==> src/rtl/tmg_pkg.sv <==
package tmg_pkg;

  typedef enum logic {
    SRC_LOCAL = 1'b0,
    SRC_EXT   = 1'b1
  } tmg_src_e;

  localparam int TMG_STAGES = 3;

  function automatic int tmg_cnt_width(input int modulus);
    return (modulus < 2) ? 1 : $clog2(modulus);
  endfunction

endpackage

==> src/rtl/tmg_rst_sync.sv <==
module tmg_rst_sync (
  input  logic clk_i,
  input  logic rst_ni,
  output logic rst_sync_no
);

  logic meta_q;
  logic sync_q;

  always_ff @(posedge clk_i or negedge rst_ni) begin
    if (!rst_ni) begin
      meta_q <= 1'b0;
      sync_q <= 1'b0;
    end else begin
      meta_q <= 1'b1;
      sync_q <= meta_q;
    end
  end

  assign rst_sync_no = sync_q;

endmodule

==> src/rtl/tmg_ref_select.sv <==
module tmg_ref_select
  import tmg_pkg::*;
(
  input  logic clk_i,
  input  logic rst_ni,
  input  logic ext_tick_i,
  input  logic loc_tick_i,
  input  logic req_sel_i,
  input  logic commit_i,
  output logic tick_o,
  output logic active_o
);

  tmg_src_e active_q;
  tmg_src_e active_d;

  always_comb begin
    active_d = active_q;
    if (commit_i) begin
      active_d = tmg_src_e'(req_sel_i);
    end
  end

  always_ff @(posedge clk_i or negedge rst_ni) begin
    if (!rst_ni) begin
      active_q <= SRC_LOCAL;
    end else begin
      active_q <= active_d;
    end
  end

  assign tick_o   = (active_q == SRC_EXT) ? ext_tick_i : loc_tick_i;
  assign active_o = (active_q == SRC_EXT);

endmodule

==> src/rtl/tmg_stage.sv <==
module tmg_stage #(
  parameter int MODULUS = 50
) (
  input  logic clk_i,
  input  logic rst_ni,
  input  logic adv_i,
  input  logic restart_i,
  output logic wrap_o
);

  localparam int W = tmg_pkg::tmg_cnt_width(MODULUS);
  localparam logic [W-1:0] LAST = W'(MODULUS - 1);

  logic [W-1:0] cnt_q;
  logic [W-1:0] cnt_d;
  logic         at_last;

  assign at_last = (cnt_q == LAST);
  assign wrap_o  = adv_i && at_last && !restart_i;

  always_comb begin
    cnt_d = cnt_q;
    if (restart_i) begin
      cnt_d = '0;
    end else if (adv_i) begin
      cnt_d = at_last ? '0 : cnt_q + W'(1);
    end
  end

  always_ff @(posedge clk_i or negedge rst_ni) begin
    if (!rst_ni) begin
      cnt_q <= '0;
    end else begin
      cnt_q <= cnt_d;
    end
  end

endmodule

==> src/rtl/tmg_carrier_gen.sv <==
module tmg_carrier_gen
  import tmg_pkg::*;
#(
  parameter int ADC_DIV  = 50,
  parameter int C1_HALF  = 100,
  parameter int C2_RATIO = 32
) (
  input  logic clk_i,
  input  logic rst_ni,
  input  logic ext_tick_i,
  input  logic loc_tick_i,
  input  logic ref_sel_i,
  input  logic restart_req_i,
  output logic adc_strobe_o,
  output logic carrier1_o,
  output logic carrier2_o,
  output logic record_strobe_o,
  output logic time_reset_o,
  output logic ref_active_o
);

  localparam int LAST = TMG_STAGES - 1;
  localparam int DIVS [TMG_STAGES] = '{ADC_DIV, C1_HALF, C2_RATIO};

  if (ADC_DIV < 2 || C1_HALF < 1 || C2_RATIO < 2 || (C2_RATIO % 2) != 0) begin : g_bad_param
    $error("tmg_carrier_gen: divider parameters out of range or slow ratio odd");
  end

  logic                  rst_sn;
  logic                  tick;
  logic                  restart;
  logic                  commit;
  logic                  req_q;
  logic [TMG_STAGES-1:0] adv;
  logic [TMG_STAGES-1:0] wrap;
  logic [LAST:1]         car_q;
  logic [LAST:1]         car_d;
  logic                  strobe_q, strobe_d;
  logic                  rec_q, rec_d;
  logic                  trst_q, trst_d;

  tmg_rst_sync u_rst_sync (
    .clk_i       (clk_i),
    .rst_ni      (rst_ni),
    .rst_sync_no (rst_sn)
  );

  assign restart = restart_req_i && !req_q;
  assign commit  = wrap[LAST] && !car_q[LAST];

  tmg_ref_select u_ref_select (
    .clk_i      (clk_i),
    .rst_ni     (rst_sn),
    .ext_tick_i (ext_tick_i),
    .loc_tick_i (loc_tick_i),
    .req_sel_i  (ref_sel_i),
    .commit_i   (commit),
    .tick_o     (tick),
    .active_o   (ref_active_o)
  );

  for (genvar g = 0; g < TMG_STAGES; g++) begin : g_stage
    if (g == 0) begin : g_head
      assign adv[g] = tick && !restart;
    end else begin : g_tail
      assign adv[g] = wrap[g-1];
    end
    tmg_stage #(.MODULUS(DIVS[g])) u_stage (
      .clk_i     (clk_i),
      .rst_ni    (rst_sn),
      .adv_i     (adv[g]),
      .restart_i (restart),
      .wrap_o    (wrap[g])
    );
  end

  always_comb begin
    for (int k = 1; k <= LAST; k++) begin
      if (restart) begin
        car_d[k] = 1'b1;
      end else if (wrap[k]) begin
        car_d[k] = !car_q[k];
      end else begin
        car_d[k] = car_q[k];
      end
    end
    strobe_d = wrap[0];
    rec_d    = commit;
    trst_d   = restart;
  end

  always_ff @(posedge clk_i or negedge rst_sn) begin
    if (!rst_sn) begin
      car_q    <= '1;
      strobe_q <= 1'b0;
      rec_q    <= 1'b0;
      trst_q   <= 1'b0;
      req_q    <= 1'b0;
    end else begin
      car_q    <= car_d;
      strobe_q <= strobe_d;
      rec_q    <= rec_d;
      trst_q   <= trst_d;
      req_q    <= restart_req_i;
    end
  end

  assign adc_strobe_o    = strobe_q;
  assign carrier1_o      = car_q[1];
  assign carrier2_o      = car_q[LAST];
  assign record_strobe_o = rec_q;
  assign time_reset_o    = trst_q;

endmodule

==> config.mk <==
export PLATFORM = sky130hd
export DESIGN_NAME = tmg_carrier_gen
export DESIGN_NICKNAME = d
export VERILOG_FILES = /design/src/rtl/tmg_pkg.sv /design/src/rtl/tmg_rst_sync.sv /design/src/rtl/tmg_ref_select.sv /design/src/rtl/tmg_stage.sv /design/src/rtl/tmg_carrier_gen.sv
export SDC_FILE = /design/constraint.sdc
export NUM_CORES = 1
export LEC_CHECK = 0
export BUFFER_PORTS_ARGS = -buffer_cell sky130_fd_sc_hd__buf_2
export CAP_MARGIN = 20
export CORE_MARGIN = 8
export CORE_UTILIZATION = 42
export CTS_BUF_LIST = sky130_fd_sc_hd__clkbuf_8 sky130_fd_sc_hd__clkbuf_16
export CTS_CLUSTER_SIZE = 25
export DETAILED_ROUTE_END_ITERATION = 10
export SYNTH_ARGS = -nofsm -noshare
export SYNTH_HDL_FRONTEND = slang
export SYNTH_SLANG_ARGS = --single-unit
==> constraint.sdc <==
create_clock -name clk_i -period 2.03 [get_ports clk_i]
set_input_delay 0.203 -clock clk_i [delete_from_list [all_inputs] [get_ports clk_i]]
set_output_delay 0.203 -clock clk_i [all_outputs]
set_load 0.02 [all_outputs]
==> impl_metrics.py, run 1 <==
metrics = {
    "clock_tree": {
        "cts_buffer_depth": 2,
        "cts-root-buf": "clkbuf_8",
        "cts_sinks": 27,
        "cts_tree": "built",
        "cts_buffers": 3,
        "htree_levels": 1,
        "clk_latency_ns": 0.27,
        "clk_pin_slew_worst_paths_ns": 0.10,
    },
    "routing": {
        "drc": 0,
        "post_drt_wl_per_cell_um": 14.5,
        "routed_wirelength_um": 2930,
        "vias_per_cell": 5.49,
        "ant_nets": 0,
        "drtIter0Drc": 49,
        "firstDrtPassIters": 4,
        "num_vias": 1108,
    },
    "sta": {
        "setup_ws_ns": -0.0851,
        "setup_viol": 2,
        "period_minus_slack_ns": 2.12,
        "slew_viol_final": 0,
        "fmax_mhz": 473,
        "rsz0062_at_grt": "true",
        "finalCritPeriodShare": 1.04,
        "hold_viol": 0,
        "slew_headroom": 0.661,
        "tightest_slew_ns": 0.509,
        "finClkSkew_ns": 0.00415,
    },
    "synth": {
        "synthTopCellsByCount": "dfrtp_1 (25), nand3_1 (12), nand2_1 (11)",
        "synthDistinctLibCells": 38,
        "synth_top_area_share": 0.474,
        "synth-edff-count": 0,
        "synth_area_sq_um": 1320,
        "synth.most_common_cell": "dfrtp_1",
        "syn_nets": 137,
        "netlist.top_cell.by_area": "dfrtp_1",
        "syn_avg_cell_area_sq_um": 10.5,
        "async_flop_share": 1.00,
        "synth-seq-cells": 27,
        "synth_cells": 126,
        "synth_ff_type": "dfrtp_1",
        "ys_top_cells_by_area": "dfrtp_1 (47%), ha_1 (4.7%), nand3_1 (4.5%)",
        "yosysSeqAreaShare": 0.514,
        "yosys_warnings": 0,
    },
    "setup_path": {
        "path_common_cell": "or4_4",
        "cp.required_ns": 2.20,
        "cp_max_fo": 2,
        "path_delay_family": "simple AND/OR/NAND/NOR gates",
        "arrival_ns": 2.28,
        "crit_buf_inv": 1,
        "path_cells": "inv_2, ha_4, nand4b_1, or4_4, or4_4, mux2_4",
        "critPathKind": "register to register",
        "critPathMaxStageDelay_ns": 0.51,
        "startpoint_type": "register",
        "endpoint_kind": "register",
        "cp_slowest_cell": "or4_4",
    },
    "floorplan": {
        "ios": 12,
        "die_x_um": 72.1,
        "initial_core_util": 0.436,
        "core_sq_um": 3030,
        "dieArea_sq_um": 5190,
        "num_rows": 20,
        "die_h_um": 72.1,
    },
    "power": {
        "ir_worst_vdd_mv": 0.348,
        "power.total_mw": 1.00,
        "power.leakage_nw": 0.772,
        "p_per_area_nw_per_um2": 605,
    },
    "final_layout": {
        "postLayoutCoreUtil": 0.549,
        "drive_gt1_frac": 0.316,
        "nNetsFinal": 170,
        "syn2layout_area_growth_pct": 25.9,
        "n_antenna_cell": 0,
    },
    "global_routing": {
        "grt_pass1_wl_um": 4910,
        "grt_max_degree": 17,
        "antenna_found_initial": 0,
        "grt_overflow": 0,
        "grt_pass1_vias": 1118,
        "grt_usage": 0.117,
    },
    "hold_path": {
        "min_path_type": "primary input to register",
    },
    "place": {
        "numPortBuffers": 11,
        "hpwl_um": 2100,
        "place_congestion": 0.796,
    },
    "status": {
        "violations": "setup timing",
        "run_status": "complete, but fails checks",
    },
    "job": {
        "maxCapViolations": 0,
    },
}
-- power by group --
group	internal, mW	switching (mW)	leakage, nW
logic	0.0599	0.0582	0.391
registers	0.555	0.0157	0.359
clock network	0.139	0.177	0.0217
total	0.754	0.251	0.772
-- kinds of logic (layout without fill, tap and decap cells) --
| family | Yosys count | after routing | synth area share |
|---|---|---|---|
| buffers and inverters | 9 | 41 | 0.0303 |
| AO/OA/AOI/OAI | 28 | 28 | 0.136 |
| other | 1 | 1 | 0.00284 |
| AND/OR/NAND/NOR | 48 | 48 | 0.209 |
| multiplexers | 5 | 5 | 0.0417 |
| flip-flops | 27 | 27 | 0.514 |
| XOR/XNOR | 3 | 3 | 0.0199 |
| adder cells (fa/ha/maj) | 5 | 5 | 0.0474 |
-- repair_timing --
item | 4_1_cts | 5_1_grt
gates resized for setup | 5 | 8
setup endpoints to repair | 5 | 7
pin swaps | 1 | 4
hold buffers | 1 | 0
endpoints found under the hold margin | 2 | 0
gates cloned | 0 | 0
setup buffers | 2 | 1
-- per-layer routing --
layer  wire, um  GRT usage  part of all wire  vias up
met5          0          0                 0        -
met4         26     0.0454            0.0089        0
met3         82     0.0234             0.028        4
met2       1600      0.211              0.55       23
met1       1220      0.130              0.42      558
li1           -          -                 -      523
-- area by class of cell --
type,count,area [sq um]
multi-input combinational,90,637
tap,44,55.1
timing repair buffer,32,220
fill,287,1370
clock buffer,3,41.3
inverter,5,22.5
sequential,27,678
clock inverter,1,7.51
-- sequential cells by signal (all words and copies together), names as in the netlist --
register                flops
req_q                       1
adc_strobe_o                1
u_ref_select.active_o       1
record_strobe_o             1
car_q                       2
g_stage.u_stage.cnt_q      18
u_rst_sync.rst_sync_no      1
u_rst_sync.meta_q           1
time_reset_o                1
-- metrics by stage --
step,hold WS [ns],cell area (sq um),instances,setup TNS [ns],setup WS [ns]
2_1_floorplan,-0.0926,1320,126,-0.0561,-0.0561
3_3_place_gp,-0.0126,1540,194,-0.0552,-0.0552
3_5_place_dp,-0.0101,1540,194,-0.175,-0.0818
4_1_cts,0.0486,1630,201,-0.0820,-0.0820
5_1_grt,0.0368,1660,202,-0.219,-0.142
6_report,0.0480,1660,202,-0.0862,-0.0851
-- cell usage in the layout (no fill, tap or decap), types with 2 or more instances in the layout --
master       n
clkbuf_8     3
nor4b_1      2
and3_1       4
o22ai_1      2
clkinvlp_4   2
nand2b_1     3
nor2_1       2
nand3_1     12
buf_4       18
a21o_1       2
or4_4        3
inv_2        2
o31ai_1      2
mux2i_1      4
inv_1        2
dfstp_2      2
buf_2       12
nand2_1     11
ha_1         4
o21ai_0      9
xor2_1       2
o2bb2ai_1    2
dfrtp_1     25
a21oi_1      4
nor3b_1      4
-- path summary, 6_finish.rpt --
kind	from	endpoint	slack, ns	depth (start not counted)
worst min-delay path	restart_req_i	req_q	0.05	1
worst min register to register	u_rst_sync.rst_sync_no	g_stage[1].u_stage.cnt_q[2]	0.21	0
min in group asynchronous	u_rst_sync.rst_sync_no	g_stage[1].u_stage.cnt_q[2]	0.21	0
worst max-delay path	g_stage[0].u_stage.cnt_q[1]	u_ref_select.active_o	-0.09	6
max in group asynchronous	u_rst_sync.rst_sync_no	car_q[2]	1.17	1
worst max register to register	g_stage[0].u_stage.cnt_q[1]	u_ref_select.active_o	-0.09	6
-- worst reg2reg max path, stage by stage, from the launching register on --
cell,delay (ns)
dfrtp_1,0.40
inv_2,0.08
ha_4,0.12
nand4b_1,0.09
or4_4,0.51
or4_4,0.50
mux2_4,0.30
No activity file was read; power rests on OpenSTA's default activity.
==> run 2: changes to the inputs <==
Settings changed: CELL_PAD_IN_SITES_DETAIL_PLACEMENT from default to 2, CELL_PAD_IN_SITES_GLOBAL_PLACEMENT from default to 2, CORE_UTILIZATION 42 to 40, PLACE_DENSITY_LB_ADDON from default to 0.1.
==> run 2 against run 1 <==
Net effect:
- the flow still finishes with violations (setup timing)
- register-to-register slack worse by 0.11 ns
- setup slack worse by 0.11 ns
- clock skew up 0.00067 ns
- combinational power up 28%
- count of clock-buffer cells in the layout unchanged
- final area up 12%
- hold slack better by 0.0019 ns
- power up 3.5%
- sequential cell count unchanged
- sequential share of layout area down 4.3 points
==> impl_metrics.py, run 2 (same netlist as run 1, synthesis figures left out) <==
metrics = {
    "clock_tree": {
        "cts_buffers": 3,
        "htree_levels": 1,
        "cts-root-buf": "clkbuf_8",
        "cts_buffer_depth": 2,
        "clk_latency_ns": 0.28,
        "cts_sinks": 27,
        "clk_pin_slew_worst_paths_ns": 0.10,
        "cts_tree": "built",
    },
    "global_routing": {
        "grt_max_degree": 15,
        "grt_pass1_wl_um": 6920,
        "grt_pass1_vias": 1367,
        "antenna_found_initial": 0,
        "grt_overflow": 0,
        "grt_usage": 0.171,
    },
    "place": {
        "pre_cts_ws_ns": -0.138,
        "hpwl_um": 2660,
        "place_congestion": 0.744,
        "numPortBuffers": 11,
    },
    "sta": {
        "finClkSkew_ns": 0.00482,
        "rsz0062_at_grt": "true",
        "slew_viol_final": 0,
        "setup_tns_ns": -0.869,
        "setup_viol": 13,
        "hold_slack_ns": 0.0499,
        "slew_headroom": 0.611,
        "fmax_mhz": 450,
        "setup_ws_ns": -0.191,
        "period_minus_slack_ns": 2.22,
        "finalCritPeriodShare": 1.09,
        "hold_viol": 0,
        "tightest_slew_ns": 0.575,
    },
    "setup_path": {
        "path_common_cell": "or4_4",
        "r2r_start": "g_stage[0].u_stage.cnt_q[1]",
        "cp.required_ns": 2.20,
        "r2r_slack_ns": -0.19,
        "endpoint_kind": "register",
        "r2r-end": "u_ref_select.active_o",
        "cp_slowest_cell": "or4_4",
        "critPathMaxStageDelay_ns": 0.53,
        "arrival_ns": 2.39,
        "startpoint_type": "register",
        "ff2ff_path_depth": 6,
        "path_cells": "inv_2, ha_4, nand4b_1, or4_4, or4_4, mux2_4",
        "critPathKind": "register to register",
        "cp_max_fo": 2,
    },
    "routing": {
        "ant_nets": 0,
        "firstDrtPassIters": 4,
        "routed_wirelength_um": 5300,
        "num_vias": 1207,
        "post_drt_wl_per_cell_um": 25.0,
        "drtIter0Drc": 38,
        "drc": 0,
        "vias_per_cell": 5.69,
    },
    "final_layout": {
        "drive_gt1_frac": 0.440,
        "reg_top3": "g_stage.u_stage.cnt_q (18), car_q (2)",
        "nNetsFinal": 178,
        "n_antenna_cell": 0,
        "syn2layout_area_growth_pct": 40.9,
        "layout_common_cells": "dfrtp_1 (25), buf_4 (20), buf_2 (11), nand2_1 (10)",
        "n_fill_cell": 324,
        "largest_reg_flops": 18,
        "regMostFlops": "g_stage.u_stage.cnt_q",
        "final_common_cell": "dfrtp_1",
    },
    "power": {
        "p_clk_frac": 0.303,
        "internal_power_mw": 0.767,
        "seqPwrFrac": 0.552,
        "power_frac_comb": 0.145,
        "p_per_area_nw_per_um2": 559,
        "p_sw_frac": 0.262,
        "power.leakage_nw": 0.847,
        "power.total_mw": 1.04,
        "switchingPower_mw": 0.272,
        "ir_worst_vdd_mv": 0.363,
    },
    "floorplan": {
        "core_sq_um": 3260,
        "die_x_um": 73.4,
        "die_h_um": 73.4,
        "initial_core_util": 0.405,
        "num_rows": 21,
        "dieArea_sq_um": 5390,
        "ios": 12,
    },
    "hold_path": {
        "min_to": "req_q",
        "min_path_type": "primary input to register",
        "min-delay-start": "restart_req_i",
        "whs_path_depth": 1,
    },
    "job": {
        "maxCapViolations": 0,
    },
    "status": {
        "violations": "setup timing",
        "run_status": "complete, but fails checks",
    },
}
## run 2: metrics by stage
step                utilization  cell area [sq um]  std cells
global placement          0.477               1550        198
global route              0.571               1860        212
floorplan                     -               1320        126
finish                    0.571               1860        212
CTS                       0.515               1680        208
detailed placement        0.477               1550        198
## run 2: layout make-up
class | count | area, sq um | share of cell area
tap | 46 | 57.6 | 0.0310
timing repair buffer | 40 | 318 | 0.171
sequential | 27 | 678 | 0.365
inverter | 5 | 22.5 | 0.0121
clock inverter | 1 | 3.75 | 0.00202
clock buffer | 3 | 41.3 | 0.0222
multi-input combinational | 90 | 738 | 0.397
## run 2: routing by layer
layer  GRT usage  vias to the layer above  part of all wire
met1       0.183                      627              0.38
met2       0.322                       28              0.55
met3      0.0246                       16             0.021
met4      0.0732                        0             0.046
met5           0                        -                 0
li1            -                      536                 -
## run 2: worst max-delay path, delay by kind of cell, from the launching register on
| kind | cells | cell delay, ns |
|---|---|---|
| buffers and inverters | 1 | 0.09 |
| AND/OR/NAND/NOR | 3 | 1.13 |
| multiplexers | 1 | 0.34 |
| adder cells (fa/ha/maj) | 1 | 0.14 |
| flip-flops | 1 | 0.41 |
## run 2: power groups by stage
stage	Sequential, mW	Combinational (mW)	Clock (mW)
finish	0.574	0.151	0.315
detailed placement	0.580	0.109	0
global placement	0.578	0.103	0
CTS	0.572	0.138	0.313
floorplan	0.586	0.0428	0
global route	0.576	0.166	0.341
## run 2: repair_timing
item / in CTS / in global routing
pin swaps: 2 / 9
endpoints found under the setup margin: 13 / 11
hold endpoints to repair: 2 / 0
buffers inserted: 5 / 4
hold buffers: 1 / 0
resized for setup: 8 / 30
## run 2: how the worst max path moves through the flow
stage          slack [ns]  cells after the start                         from                    end
2_1_floorplan       -0.06                      6  g_stage[0].u_stage.cnt_q[1]  u_ref_select.active_o
3_5_place_dp        -0.14                      6  g_stage[0].u_stage.cnt_q[1]  u_ref_select.active_o
3_3_place_gp        -0.05                      6  g_stage[0].u_stage.cnt_q[1]  u_ref_select.active_o
5_1_grt             -0.23                      6  g_stage[0].u_stage.cnt_q[1]  u_ref_select.active_o
4_1_cts             -0.12                      6  g_stage[0].u_stage.cnt_q[1]  u_ref_select.active_o
6_report            -0.19                      6  g_stage[0].u_stage.cnt_q[1]  u_ref_select.active_o
